[config.mk]
export PLATFORM = sky130hd
export DESIGN_NAME = motor_csr_slave
export DESIGN_NICKNAME = d
export VERILOG_FILES = /design/src/rtl/motor_csr_pkg.sv /design/src/rtl/motor_csr_ctrl.sv /design/src/rtl/motor_csr_dp.sv /design/src/rtl/motor_csr_slave.sv
export SDC_FILE = /design/constraint.sdc
export NUM_CORES = 1
export LEC_CHECK = 0
export ABC_AREA = 1
export CORE_UTILIZATION = 60
export DETAILED_ROUTE_END_ITERATION = 10
export DONT_BUFFER_PORTS = 1
export MAX_ROUTING_LAYER = met4
export PLACE_DENSITY = 0.76
export SLEW_MARGIN = 25
export SYNTH_ARGS = -nofsm -noshare
export SYNTH_HDL_FRONTEND = slang
export SYNTH_SLANG_ARGS = --single-unit
[constraint.sdc]
create_clock -name clk -period 2.1 [get_ports clk]
set_clock_uncertainty 0.1 [all_clocks]
set_input_delay 0.105 -clock clk [delete_from_list [all_inputs] [get_ports clk]]
set_output_delay 0.105 -clock clk [all_outputs]
set_load 0.02 [all_outputs]
[src/rtl/motor_csr_pkg.sv]
package motor_csr_pkg;

  // Per-request strobes from control to datapath
  typedef struct packed {
    logic doStart;   // store nonzero to base
    logic doStop;    // store zero to base
    logic rdRun;     // fetch from base
    logic rdStat;    // fetch from status address
  } csrStrobe_t;

endpackage

[src/rtl/motor_csr_ctrl.sv]
module motor_csr_ctrl
  import motor_csr_pkg::*;
#(
  parameter int ADDR_W = 16,
  parameter logic [ADDR_W-1:0] BASE_ADDR = 16'h0040,
  parameter bit STATUS_WRITE_ERR = 1'b1
) (
  input  logic              clk,
  input  logic              rstN,
  input  logic              reqValid,
  input  logic              reqStore,
  input  logic [ADDR_W-1:0] reqAddr,
  input  logic              wdataNonZero,
  output csrStrobe_t        strobe,
  output logic              rspReady,
  output logic              rspErr
);

  localparam logic [ADDR_W-1:0] STAT_ADDR = BASE_ADDR + 1'b1;

  logic hitBase;
  logic hitStat;
  logic respondNext;
  logic errNext;

  always_comb begin
    hitBase = reqValid && (reqAddr == BASE_ADDR);
    hitStat = reqValid && (reqAddr == STAT_ADDR);

    strobe.doStart = hitBase && reqStore && wdataNonZero;
    strobe.doStop  = hitBase && reqStore && !wdataNonZero;
    strobe.rdRun   = hitBase && !reqStore;
    strobe.rdStat  = hitStat && !reqStore;

    respondNext = hitBase || hitStat;
    errNext     = hitStat && reqStore && STATUS_WRITE_ERR;
  end

  always_ff @(posedge clk) begin
    if (!rstN) begin
      rspReady <= 1'b0;
      rspErr   <= 1'b0;
    end else begin
      rspReady <= respondNext;
      rspErr   <= errNext;
    end
  end

  AST_ERR_NEEDS_READY: assert property (@(posedge clk) disable iff (!rstN)
    rspErr |-> rspReady);

  AST_MISS_SILENT: assert property (@(posedge clk) disable iff (!rstN)
    (reqValid && reqAddr != BASE_ADDR && reqAddr != STAT_ADDR) |=> !rspReady);

  AST_STATWR_POLICY: assert property (@(posedge clk) disable iff (!rstN)
    (reqValid && reqStore && reqAddr == STAT_ADDR) |=> (rspReady && rspErr == STATUS_WRITE_ERR));

  AST_BASE_NO_ERR: assert property (@(posedge clk) disable iff (!rstN)
    (reqValid && reqAddr == BASE_ADDR) |=> (rspReady && !rspErr));

endmodule

[src/rtl/motor_csr_dp.sv]
module motor_csr_dp
  import motor_csr_pkg::*;
#(
  parameter int DATA_W = 32,
  parameter int STAT_IN_W = 4,
  parameter int SPINUP_CYCLES = 20
) (
  input  logic                 clk,
  input  logic                 rstN,
  input  csrStrobe_t           strobe,
  input  logic [STAT_IN_W-1:0] devStatus,
  output logic                 runOut,
  output logic [DATA_W-1:0]    rdData
);

  localparam int CNT_W = $clog2(SPINUP_CYCLES + 1);
  localparam logic [CNT_W-1:0] SPIN_LOAD = CNT_W'(SPINUP_CYCLES);

  logic              runQ;
  logic [CNT_W-1:0]  spinCnt;
  logic              busy;
  logic [DATA_W-1:0] statusWord;
  logic [DATA_W-1:0] runWord;

  assign busy   = (spinCnt != '0);
  assign runOut = runQ;

  always_ff @(posedge clk) begin
    if (!rstN) begin
      runQ    <= 1'b0;
      spinCnt <= '0;
    end else if (strobe.doStart) begin
      runQ <= 1'b1;
      if (!runQ) spinCnt <= SPIN_LOAD;
      else if (busy) spinCnt <= spinCnt - 1'b1;
    end else if (strobe.doStop) begin
      runQ    <= 1'b0;
      spinCnt <= '0;
    end else if (busy) begin
      spinCnt <= spinCnt - 1'b1;
    end
  end

  always_comb begin
    statusWord = '0;
    statusWord[0] = runQ;
    statusWord[1] = busy;
    statusWord[2 +: STAT_IN_W] = devStatus;
    runWord = '0;
    runWord[0] = runQ;
  end

  always_ff @(posedge clk) begin
    if (!rstN)              rdData <= '0;
    else if (strobe.rdStat) rdData <= statusWord;
    else if (strobe.rdRun)  rdData <= runWord;
    else                    rdData <= '0;
  end

  AST_START_RUNS: assert property (@(posedge clk) disable iff (!rstN)
    strobe.doStart |=> runOut);

  AST_STOP_HALTS: assert property (@(posedge clk) disable iff (!rstN)
    strobe.doStop |=> (!runOut && !busy));

  AST_BUSY_NEEDS_RUN: assert property (@(posedge clk) disable iff (!rstN)
    busy |-> runQ);

  AST_NO_RELOAD: assert property (@(posedge clk) disable iff (!rstN)
    (strobe.doStart && runQ) |=> (spinCnt <= $past(spinCnt)));

  AST_RUN_HOLDS: assert property (@(posedge clk) disable iff (!rstN)
    (!strobe.doStart && !strobe.doStop) |=> $stable(runQ));

endmodule

[src/rtl/motor_csr_slave.sv]
module motor_csr_slave
  import motor_csr_pkg::*;
#(
  parameter int ADDR_W = 16,
  parameter int DATA_W = 32,
  parameter int STAT_IN_W = 4,
  parameter int SPINUP_CYCLES = 20,
  parameter logic [ADDR_W-1:0] BASE_ADDR = 16'h0040,
  parameter bit STATUS_WRITE_ERR = 1'b1
) (
  input  logic                 clk,
  input  logic                 rstN,
  input  logic                 reqValid,
  input  logic                 reqStore,
  input  logic [ADDR_W-1:0]    reqAddr,
  input  logic [DATA_W-1:0]    reqWdata,
  output logic                 rspReady,
  output logic                 rspErr,
  output logic [DATA_W-1:0]    rspRdata,
  output logic                 runOut,
  input  logic [STAT_IN_W-1:0] devStatus
);

  csrStrobe_t strobe;
  logic       wdataNonZero;

  assign wdataNonZero = |reqWdata;

  motor_csr_ctrl #(
    .ADDR_W(ADDR_W),
    .BASE_ADDR(BASE_ADDR),
    .STATUS_WRITE_ERR(STATUS_WRITE_ERR)
  ) ctrl_i (
    .clk(clk),
    .rstN(rstN),
    .reqValid(reqValid),
    .reqStore(reqStore),
    .reqAddr(reqAddr),
    .wdataNonZero(wdataNonZero),
    .strobe(strobe),
    .rspReady(rspReady),
    .rspErr(rspErr)
  );

  motor_csr_dp #(
    .DATA_W(DATA_W),
    .STAT_IN_W(STAT_IN_W),
    .SPINUP_CYCLES(SPINUP_CYCLES)
  ) dp_i (
    .clk(clk),
    .rstN(rstN),
    .strobe(strobe),
    .devStatus(devStatus),
    .runOut(runOut),
    .rdData(rspRdata)
  );

  AST_DATA_ONLY_ON_READY: assert property (@(posedge clk) disable iff (!rstN)
    !rspReady |-> (rspRdata == '0));

endmodule

==> results of run 1 <==
==> logic make-up after synthesis <==
| logic type | synth area share (%) |
|---|---|
| DFF | 28.6 |
| adders and majority gates | 1.28 |
| AOI/OAI and AO/OA | 3.95 |
| buffers and inverters | 27.2 |
| and+or+nand+nor | 37.8 |
| xor gates and xnor gates | 0.893 |
| other | 0.382 |
==> area by class of cell <==
| class | count | area [um2] |
|---|---|---|
| repair buffers | 7 | 70.1 |
| clock buffers | 4 | 36.3 |
| well taps | 16 | 20.0 |
| fillers | 144 | 518 |
| flip-flops and latches | 14 | 280 |
| inverters | 19 | 71.3 |
| multi-input cells | 114 | 528 |
==> registers in the layout (all words and copies together), names as in the netlist <==
signal and flops:
ctrl_i.rspErr 1, dp_i.rdData 6, dp_i.runOut 1, dp_i.spinCnt 5
ctrl_i.rspReady 1
==> through the flow <==
stage / setup WS, ns / utilization (%)
after floorplan: 0.875 / -
after global placement: 0.828 / 59.0
after detailed placement: 0.755 / 59.0
after CTS: 0.428 / 66.0
after global routing: 0.275 / 66.0
final: 0.384 / 66.0
==> power groups by stage <==
stage / logic, W / registers [W] / clock network, W
4_1_cts: 0.000272 / 0.000318 / 0.000192
2_1_floorplan: 0.000263 / 0.000319 / 0
5_1_grt: 0.000314 / 0.000321 / 0.000202
3_3_place_gp: 0.000243 / 0.000322 / 0
6_report: 0.000276 / 0.000319 / 0.000187
3_5_place_dp: 0.000258 / 0.000323 / 0
==> worst max-delay path, stage by stage (launching register included) <==
cell and delay, ns:
dfxtp_1 0.36, inv_1 0.07, ha_1 0.23, nand2_1 0.11, nand2_1 0.06, nand2_1 0.06
inv_1 0.04, nor2_1 0.10, dlygate4sd3_1 0.55
==> synth_stat cells (all sizes together) <==
cell	instances	area share [%]
dfxtp	14	29
xor2	1	0.89
nor2	50	23
o21ai	5	2.9
conb	1	0.38
ha	1	1.3
inv	19	7.3
nand3	4	3.1
nand2	23	10
buf	26	20
a21oi	2	1.0
nand4	2	1.9
==> timing repair <==
action / CTS / global route
hold buffers: 7 / 0
endpoints found under the hold margin: 9 / 0
buffers inserted: 0 / 0
==> routing by layer <==
layer	up-vias	routed length (um)
li1	410	-
met1	342	635
met2	59	875
met3	0	149
met4	0	0
met5	-	0
==> worst max-delay path by stage <==
stage | startpoint | end | slack [ns]
after floorplan | dp_i.spinCnt[0]$_SDFF_PN0_ | dp_i.spinCnt[2]$_SDFF_PN0_ | 0.87
final | dp_i.spinCnt[0]$_SDFF_PN0_ | dp_i.spinCnt[4]$_SDFF_PN0_ | 0.38
after global routing | dp_i.spinCnt[0]$_SDFF_PN0_ | dp_i.spinCnt[4]$_SDFF_PN0_ | 0.27
after global placement | dp_i.spinCnt[0]$_SDFF_PN0_ | dp_i.spinCnt[2]$_SDFF_PN0_ | 0.83
after CTS | dp_i.spinCnt[0]$_SDFF_PN0_ | dp_i.spinCnt[4]$_SDFF_PN0_ | 0.43
after detailed placement | dp_i.spinCnt[0]$_SDFF_PN0_ | dp_i.spinCnt[2]$_SDFF_PN0_ | 0.76
==> results_dict.tcl, run 1 <==
set metrics [dict create \
    synth_area_um2 981 \
    whs_ns 0.0121 \
    path_max_fanout 3 \
    path_clk_slew_ns 0.09 \
    row_count 14 \
    layout.cells.non_filler 174 \
    hp-class "in -> reg" \
    place_hpwl_mm 1.31 \
    antenna_found_initial 0 \
    met3_usage_pct 4.74 \
    gp_congestion 0.703 \
    first_pass_iters 4 \
    ys_types 20 \
    insertion_delay_ns 0.28 \
    die_h_um 42.4 \
    ff2ff_setup_slack_ns 0.38 \
    grt_usage_pct 19.3 \
    cp-start-kind "register" \
    vdd_ir_drop_max_uv 550 \
    first_global_vias 661 \
    hold_viol_final 0 \
    required_ns 2.23 \
    p_int_w 0.000498 \
    drt_iter0_markers 15 \
    cp.arrival_ns 1.84 \
    clock-root-buffer "clkbuf_4" \
    hold_path_startpoint "rstN" \
    top_usage_layer "met2" \
    num_io_pins 91 \
    cts_made_buffers 3 \
    cts_tree "yes" \
    vias_per_cell 4.66 \
    r2r-end "dp_i.spinCnt[4]$_SDFF_PN0_" \
    yosysWarnings 0 \
    setup.worst_path.class "reg -> reg" \
    wirelength_mm 1.66 \
    drc 0 \
    clockPowerShare_pct 23.9 \
    area_growth_pct 2.55 \
    clk_path_buf_depth 2 \
    drive_above_1_share_pct 15.2 \
    seqPwrFrac_pct 40.8 \
    setup_tns_ns 0 \
    grt.met1_usage_pct 21.3 \
    core_region_area_um2 1520 \
    final_common_cell "nor2_1" \
    seq_area_frac_synth_pct 28.6 \
    fin_total_pwr_w 0.000782 \
    pwr-share-comb_pct 35.3 \
    dpl.cell_count 163 \
    port_buffers 0 \
    r2r_start "dp_i.spinCnt[0]$_SDFF_PN0_" \
    final_cell_mix "nor2_1, conb_1, inv_1, nand2_1, dfxtp_1" \
    grt_max_degree 9 \
    num-nets-final 216 \
    final.min_clock_period_ns 1.72 \
    drv_slew 0 \
    switching_share_pct 36.3 \
    pwr_density_cell_nw_per_um2 777 \
    reg2reg_depth 8 \
    max_freq_mhz 583 \
    num_vias 811 \
    initial_core_util_pct 64.4 \
    status "complete, no violations" \
    avgSynthCellArea_um2 6.63 \
    ctsResizeCount 0 \
    h-tree-depth 1 \
    min_period_over_period_pct 81.7 \
    wire_per_inst_um 9.54 \
    synth_seq_cells 14 \
    p_leak_nw 0.483 \
    synthCells 148 \
    setup_violations 0 \
    fin_area_um2 1010 \
    met2_usage_pct 33.5 \
    n_antenna_cell 0 \
    grt_pass1_wl_mm 2.64 \
    max-cap-violations 0 \
    clock-sinks 14 \
    placed_area_um2 900 \
    grt-ovfl-total 0 \
    worst_setup_path_end_kind "register" \
    die_area_um2 1800 \
    hold-path-cell-count 2 \
    antenna_left 0 \
    rsz0062_at_grt "no" \
    holdPathEnd "ctrl_i.rspReady$_SDFF_PN0_" \
    fp.dieW_um 42.4 \
    p_sw_w 0.000284 \
]
Note: power is estimated with default switching activity, not from simulation.
==> run 2: changes to the inputs <==
==> constraint.sdc (replaced) <==
create_clock -name clk -period 1.8 [get_ports clk]
set_clock_uncertainty 0.1 [all_clocks]
set_input_delay 0.09 -clock clk [delete_from_list [all_inputs] [get_ports clk]]
set_output_delay 0.09 -clock clk [all_outputs]
set_load 0.02 [all_outputs]
==> run 2 against run 1 <==
Against the previous run: global-route usage down 0.27 points; clock power grew 17%; sequential share of layout area fell by 0.19 points; die area did not move; critical path depth unchanged; sequential power is 17% higher; worst hold slack improved by 0.013 ns; total power rose by 18%; setup slack worse by 0.27 ns; non-clock buffer count rose by 1; via count is 0.49% lower; largest cell class unchanged; largest power group unchanged; highest routed layer unchanged.
==> results_dict.tcl, run 2 (synthesis gave the netlist of run 1 again) <==
set metrics [dict create \
    status "complete, no violations" \
    fp.dieW_um 42.4 \
    place_hpwl_mm 1.31 \
    insertion_delay_ns 0.28 \
    die_h_um 42.4 \
    pwr_density_cell_nw_per_um2 904 \
    drive_above_1_share_pct 15.7 \
    core_region_area_um2 1520 \
    antenna_found_initial 0 \
    num_vias 807 \
    grt-ovfl-total 0 \
    antenna_left 0 \
    drc 0 \
    first_pass_iters 5 \
    wirelength_mm 1.67 \
    port_buffers 0 \
    num-nets-final 217 \
    clock-sinks 14 \
    cts_tree "yes" \
    row_count 14 \
    path_clk_slew_ns 0.09 \
    max_freq_mhz 593 \
    area_growth_pct 3.70 \
    post_cts.repair.setup_buffers 0 \
    clock-root-buffer "clkbuf_4" \
    drv_slew 0 \
    die_area_um2 1800 \
    cts_made_buffers 3 \
    setup_tns_ns 0 \
    setup.worst_path.class "reg -> reg" \
    grt_max_degree 9 \
    max-cap-violations 0 \
    largestRegisters "dp_i.rdData: 6 flops, dp_i.spinCnt: 5 flops" \
    vias_per_cell 4.61 \
    largest_reg_flops 6 \
    drt_iter0_markers 15 \
    cp-start-kind "register" \
    initial_core_util_pct 64.4 \
    hp-class "in -> reg" \
    utilization_pct 66.7 \
    final.min_clock_period_ns 1.69 \
    final_cell_mix "nor2_1, conb_1, inv_1, nand2_1, dfxtp_1" \
    setup_violations 0 \
    required_ns 1.93 \
    hold_viol_final 0 \
    num_io_pins 91 \
    h-tree-depth 1 \
    first_global_vias 653 \
    clk_path_buf_depth 2 \
    p_leak_nw 0.487 \
    gp_congestion 0.703 \
    n_fill_cell 143 \
    wire_per_inst_um 9.55 \
    rsz0062_at_grt "no" \
    path_max_fanout 3 \
    final_common_cell "nor2_1" \
    grt_usage_pct 19.0 \
    top_register "dp_i.rdData" \
    grt_pass1_wl_mm 2.61 \
    min_period_over_period_pct 93.7 \
    n_antenna_cell 0 \
    vdd_ir_drop_max_uv 642 \
    worst_setup_path_end_kind "register" \
    cp.arrival_ns 1.81 \
]
-- run 2: worst paths after layout --
| kind | start | endpoint | slack (ns) | depth (start not counted) |
|---|---|---|---|---|
| worst max register to register | dp_i.spinCnt[0]$_SDFF_PN0_ | dp_i.spinCnt[4]$_SDFF_PN0_ | 0.11 | 8 |
| worst min register to register | dp_i.spinCnt[4]$_SDFF_PN0_ | dp_i.rdData[1]$_SDFF_PN0_ | 0.44 | 2 |
| worst min-delay path | reqAddr[1] | ctrl_i.rspErr$_SDFF_PN0_ | 0.03 | 5 |
| worst max-delay path | dp_i.spinCnt[0]$_SDFF_PN0_ | dp_i.spinCnt[4]$_SDFF_PN0_ | 0.11 | 8 |
-- run 2: per-layer routing --
layer	share of wire, %	wire, um	track usage [%]	up-vias
met2	53	890	33.8	60
met1	38	636	21.3	335
met3	8.7	145	3.88	0
li1	-	-	-	412
met4	0	0	5.63	0
met5	0	0	-	-
-- run 2: report_power, final --
part	switching, W	leakage [nW]	internal (W)
Sequential	0.0000244	0.114	0.000350
Clock	0.0000956	0.0210	0.000123
Combinational	0.000215	0.352	0.000112
-- run 2: per-stage QoR --
step	hold WS, ns	setup slack, ns	instance area (um2)	power [W]	cells
6_report	0.0251	0.113	1020	0.000920	175
5_1_grt	0.0304	0.0104	1020	0.000982	175
4_1_cts	0.0164	0.128	1020	0.000914	175
3_5_place_dp	0.111	0.455	900	0.000678	163
3_3_place_gp	0.105	0.528	900	0.000660	163
2_1_floorplan	0.102	0.575	1070	0.000679	173
-- run 2: layout make-up --
cell class | count | area (um2) | share of cell area [%]
timing repair buffer | 8 | 80.1 | 7.87
inverter | 19 | 71.3 | 7.01
multi-input combinational | 114 | 528 | 51.9
sequential | 14 | 282 | 27.7
clock buffer | 4 | 36.3 | 3.57
tap | 16 | 20.0 | 1.97
-- run 2: repair_timing --
item	CTS	global route
endpoints found under the hold margin	10	0
hold buffers	8	0
endpoints found under the setup margin	0	1
resized for setup	0	1
-- run 2: worst max-delay path: stages, from the launching register on --
cell           delay [ns]
dfxtp_2              0.35
inv_1                0.05
ha_1                 0.23
nand2_1              0.11
nand2_1              0.06
nand2_1              0.06
inv_1                0.04
nor2_1               0.10
dlygate4sd3_1        0.55
